[src/rtl/fpu_sticky_flags.sv]
module fpu_sticky_flags #(
  parameter int NFLAG    = 6,
  parameter int FLAG_LSB = 6,
  parameter int DATA_W   = 32
) (
  input  logic              clk,
  input  logic              rst_n,
  input  logic [NFLAG-1:0]  exc_evt,
  input  logic [NFLAG-1:0]  exc_en,
  input  logic              reg_we,
  input  logic [DATA_W-1:0] reg_wdata,
  output logic [DATA_W-1:0] reg_rdata,
  output logic              trap_req
);

  localparam int FLAG_MSB = FLAG_LSB + NFLAG - 1;

  logic [NFLAG-1:0] flags;
  logic [NFLAG-1:0] masked_set;
  logic [NFLAG-1:0] clr_mask;
  logic [NFLAG-1:0] flags_nxt;

  assign masked_set = exc_evt & ~exc_en;
  assign clr_mask   = reg_we ? ~reg_wdata[FLAG_MSB:FLAG_LSB] : '0;
  assign flags_nxt  = (flags & ~clr_mask) | masked_set;

  // Flag field has no defined reset value by design.
  always_ff @(posedge clk)
    flags <= flags_nxt;

  always_ff @(posedge clk or negedge rst_n)
    if (!rst_n) trap_req <= 1'b0;
    else        trap_req <= |(exc_evt & exc_en);

  always_comb begin
    reg_rdata = '0;
    reg_rdata[FLAG_MSB:FLAG_LSB] = flags;
  end

  p_set_r2: assert property (@(posedge clk) disable iff (!rst_n)
    |masked_set |=> ((flags & $past(masked_set)) == $past(masked_set)));

  p_hold_r4: assert property (@(posedge clk) disable iff (!rst_n)
    !reg_we |=> ((flags & $past(flags)) == $past(flags)));

  // a flag may only rise from a masked strobe
  p_rise_src_r3: assert property (@(posedge clk) disable iff (!rst_n)
    1'b1 |=> ((flags & ~$past(flags) & ~$past(masked_set)) == '0));

  p_trap_pulse_r6: assert property (@(posedge clk) disable iff (!rst_n)
    trap_req |-> $past(|(exc_evt & exc_en)));

  p_outside_zero_r7: assert property (@(posedge clk) disable iff (!rst_n)
    (reg_rdata & ~({{(DATA_W-NFLAG){1'b0}}, {NFLAG{1'b1}}} << FLAG_LSB)) == '0);

  p_reset_trap_r10: assert property (@(posedge clk)
    !rst_n |-> !trap_req);

endmodule

[config.mk]
export PLATFORM = sky130hd
export DESIGN_NAME = fpu_sticky_flags
export DESIGN_NICKNAME = d
export VERILOG_FILES = /design/src/rtl/fpu_sticky_flags.sv
export SDC_FILE = /design/constraint.sdc
export NUM_CORES = 1
export LEC_CHECK = 0
export BUFFER_PORTS_ARGS = -buffer_cell sky130_fd_sc_hd__buf_2
export CAP_MARGIN = 20
export CELL_PAD_IN_SITES_DETAIL_PLACEMENT = 1
export CELL_PAD_IN_SITES_GLOBAL_PLACEMENT = 2
export CORE_ASPECT_RATIO = 0.6
export CORE_UTILIZATION = 12
export CTS_CLUSTER_SIZE = 8
export DETAILED_ROUTE_END_ITERATION = 8
export PLACE_DENSITY_LB_ADDON = 0.05
export SLEW_MARGIN = 20
export SYNTH_ARGS = -nofsm -noshare
export SYNTH_HDL_FRONTEND = slang
export SYNTH_SLANG_ARGS = --single-unit
[constraint.sdc]
create_clock -name clk -period 0.85 [get_ports clk]
set_input_delay 0.0425 -clock clk [delete_from_list [all_inputs] [get_ports clk]]
set_output_delay 0.0425 -clock clk [all_outputs]
set_load 0.05 [all_outputs]
# After elaboration in Yosys (flattened, before gate mapping)
# Cells that the tools add are included.
dict set report classes {
  n_reduce_logical 1
  n_bitwise 7
  muxes 1
}
# operator count
set op_table {}
lappend op_table {{6-bit bitwise AND} 3}
lappend op_table {{6-bit inverter} 3}
lappend op_table {{6-bit two-way mux} 1}
lappend op_table {{6-bit OR} 1}
lappend op_table {{6-bit OR reduction} 1}
dict set report word_totals {
  wordCells 11
  out_inout_bits 33
  reg_bits 7
  in_bits 47
}

# Depth between registers and ports, before layout
dict set report depth {
  ltp_word 5
  mapped_depth 2
  depth_no_buf 2
}

# Least setup slack after synthesis
# Ideal clock, no wire load.
dict set report synth_path {
  path_type {reg-to-reg}
  startpoint {reg flags[4]}
  endpoint {reg flags[4]}
  setup_slack_ns -0.002
  arrival_time_ns 0.792
  setup_time_ns 0.061
  path_buffers 0
  path_stages_with_launch 2
  period_less_slack_ns 0.852
  required_ns 0.789
  path_cell_list {dfxtp_1 a22o_1}
}
dict set report synth_between {
  elab_chain_cells 2
}
# item line
set synth_lines {}
lappend synth_lines {{start, declared} 18} ;# logic [NFLAG-1:0] flags;
lappend synth_lines {{start signal, assigned} 29} ;# flags <= flags_nxt;
lappend synth_lines {{6-bit bitwise AND} 25} ;# assign flags_nxt = (flags & ~clr_mask) | masked_set;
lappend synth_lines {{6-bit OR} 25}
lappend synth_lines {{via flags_nxt[4]} 21} ;# logic [NFLAG-1:0] flags_nxt;
# The timed path passes the listed nets, and every way through them passes these cells.

# Final worst setup path
dict set report layout_path {
  startpoint {reg trap_req}
  endpoint {out trap_req}
}
# item line
set layout_lines {}
lappend layout_lines {{start, declared} 13} ;# output logic trap_req
lappend layout_lines {{start signal, assigned} 33} ;# else trap_req <= |(exc_evt & exc_en);
# No word-level cell between the ends.

==> run_results.csv <==
group,metric,value,unit
setup_path,crit_chain,"buf_4",
global_route,grt_max_degree,7,
setup_path,slowest_stage,"dfrtp_1",
floorplanning,initial_core_util,0.129,
sta,fin_skew,0,ps
clock_tree,insertion_delay,230,ps
cells_and_area,finalCoreUtilization,0.174,
detailed_routing,routed.top_layer,"met3",
cells_and_area,antennaDiodeCount,0,
setup_path,critPathRequiredTime,810,ps
detailed_routing,ant_nets,0,
sta,post-route-period-util,0.948,
floorplanning,die_w,84.0,um
placement,gp_congestion,0.667,
floorplanning,fp-row-count,17,
clock_tree,cts_tree,"done",
detailed_routing,drc,9,
placement,portBuffers,27,
yosys,ys_ff_latch,7,
detailed_routing,dr.pass1.iters,6,
power_and_ir_drop,p_leak,0.365,nW
sta,min_period,806,ps
detailed_routing,route.met3.wl,166,um
cells_and_area,layout.cells.non_filler,134,
setup_path,crit_path_end_kind,"primary output",
yosys,yosysUniqueCellTypes,9,
setup_path,crit_fanout,1,
yosys,ys_seq_area_frac,0.300,
power_and_ir_drop,power.density,2190,nW/um^2
power_and_ir_drop,peakVddDrop,0.000256,V
clock_tree,cts_made_buffers,3,
sta,max_freq,1.24,GHz
detailed_routing,wire_per_inst,9.23,um
detailed_routing,routed_wl,1.24,mm
placement,place_inst,129,
run_status,violations,"design-rule violations",
floorplanning,num_io_pins,80,
flow_run,drv_cap,0,
yosys,yosysTopAreaCellShare,0.403,
clock_tree,root_buffer,"clkbuf_8",
clock_tree,clock_path_buffers,2,
global_route,grt_pass1_vias,340,
sta,finalHoldViolCount,0,
cells_and_area,nFillCells,458,
detailed_routing,num_vias,392,
yosys,yosysWarnings,0,
setup_path,crit_path_start_kind,"flop",
yosys,synthCells,56,
clock_tree,cts_setup_buffers,0,
global_route,antenna_found_initial,0,
clock_tree,path_clk_slew,40,ps
placement,post-dp-hpwl,1.05,mm
global_route,track_usage,0.0608,
detailed_routing,met2_length,451,um
yosys,synth_area_per_cell,8.65,sq um
yosys,syn_area,484,sq um
clock_tree,clkSinkCount,7,
yosys,synth_area_leaders,"buf_4 (40%), dfxtp_1 (25%), a22o_1 (11%)",
setup_path,slowest_delay,350,ps
cells_and_area,drive_gt1_frac,0.414,
worst_hold_path,hold_path.class,"in2reg",
floorplanning,die_height,51.2,um
setup_path,cp_num_buf_inv,1,
clock_tree,ctsHtreeMaxLevel,1,
detailed_routing,vias_per_cell,2.93,
setup_path,arrival,760,ps
detailed_routing,drt_iter0_drc,10,
floorplanning,core-area,3760,sq um
global_route,grt_pass1_wl,1.86,mm
global_route,gr-total-overflow,0,
setup_path,cpLargestDelayFamily,"flip-flops",
sta,rsz0062_at_grt,"false",
detailed_routing,wl_met1,619,um
cells_and_area,area_growth,35.7,%
sta,setup_tns,0,ps
sta,setup_viol,0,
cells_and_area,finalNetCount,135,
floorplanning,dieArea,4300,sq um
yosys,synth_area_leader_cell,"buf_4",
setup_path,setup.worst_path.class,"reg2out",
run_status,status,"finished, violations left",
sta,drv_slew,0,
## layer usage
metal / vias to the layer above / track usage
li1: 190 / -
met1: 165 / 0.0831
met2: 37 / 0.0806
met3: 0 / 0.0323
met4: 0 / 0.0172
met5: - / 0
## area by class of cell
| class | instances | area, sq um | share of cell area |
|---|---|---|---|
| multi-input combinational | 42 | 215 | 0.328 |
| tap | 47 | 58.8 | 0.0895 |
| inverter | 6 | 22.5 | 0.0343 |
| clock buffer | 4 | 45.0 | 0.0686 |
| timing repair buffer | 28 | 163 | 0.248 |
| sequential | 7 | 153 | 0.232 |
## final timing paths
kind                            start       end  slack, ps  depth (start not counted)
hold reg to reg              flags[2]  flags[2]        450                          1
min in group asynchronous       rst_n  trap_req        120                          2
setup / recovery             trap_req  trap_req         40                          1
max in group asynchronous       rst_n  trap_req        640                          2
setup reg to reg             flags[0]  flags[0]        230                          1
hold / removal             exc_evt[5]  flags[5]         50                          2
## flip-flops by register name (all words and copies together) (netlist names)
name / flops
flags: 6
trap_req: 1
## report_power, final
group | leakage (nW) | total [mW] | switching, mW | internal [mW]
clock | 0.0228 | 0.481 | 0.156 | 0.326
sequential | 0.0601 | 0.394 | 0.0186 | 0.375
combinational | 0.282 | 0.563 | 0.443 | 0.120
## stage by stage
stage	setup WS (ps)	area, sq um	power [mW]	hold slack [ps]
detailed placement	213	584	0.939	-179
global placement	236	584	0.938	-182
finish	44.4	657	1.44	49.2
floorplan	134	586	0.925	-253
CTS	2.49	652	1.47	47.6
global route	1.48	657	1.52	52.0
## cells in the mapped netlist
master	instances
a22o_1	6
a22oi_1	3
buf_4	26
conb_1	1
dfrtp_1	1
dfxtp_1	6
inv_1	6
nand2b_1	6
nand3_1	1
## cells by family (layout without fill, tap and decap cells)
group,after synthesis,in the layout,synth area share
flip-flops,7,7,0.300
buffers and inverters,32,38,0.450
AO/OA/AOI/OAI,9,9,0.155
other,1,26,0.00774
AND/OR/NAND/NOR,7,7,0.0879
## what timing repair did
action / 4_1_cts / 5_1_grt
hold buffers: 1 / 0
gates cloned: 0 / 0
hold endpoints to repair: 1 / 0
resized for setup: 5 / 3
endpoints found under the setup margin: 5 / 2
## cell usage in the layout (no fill, tap or decap)
master,instances
conb_1,26
buf_2,20
inv_1,6
nand2b_1,6
a22o_1,6
dfxtp_2,6
buf_4,6
a22oi_1,3
clkbuf_8,3
nand3_1,1
clkbuf_1,1
dlygate4sd3_1,1
clkbuf_4,1
dfrtp_1,1
Note: power is estimated with default switching activity, not from simulation.
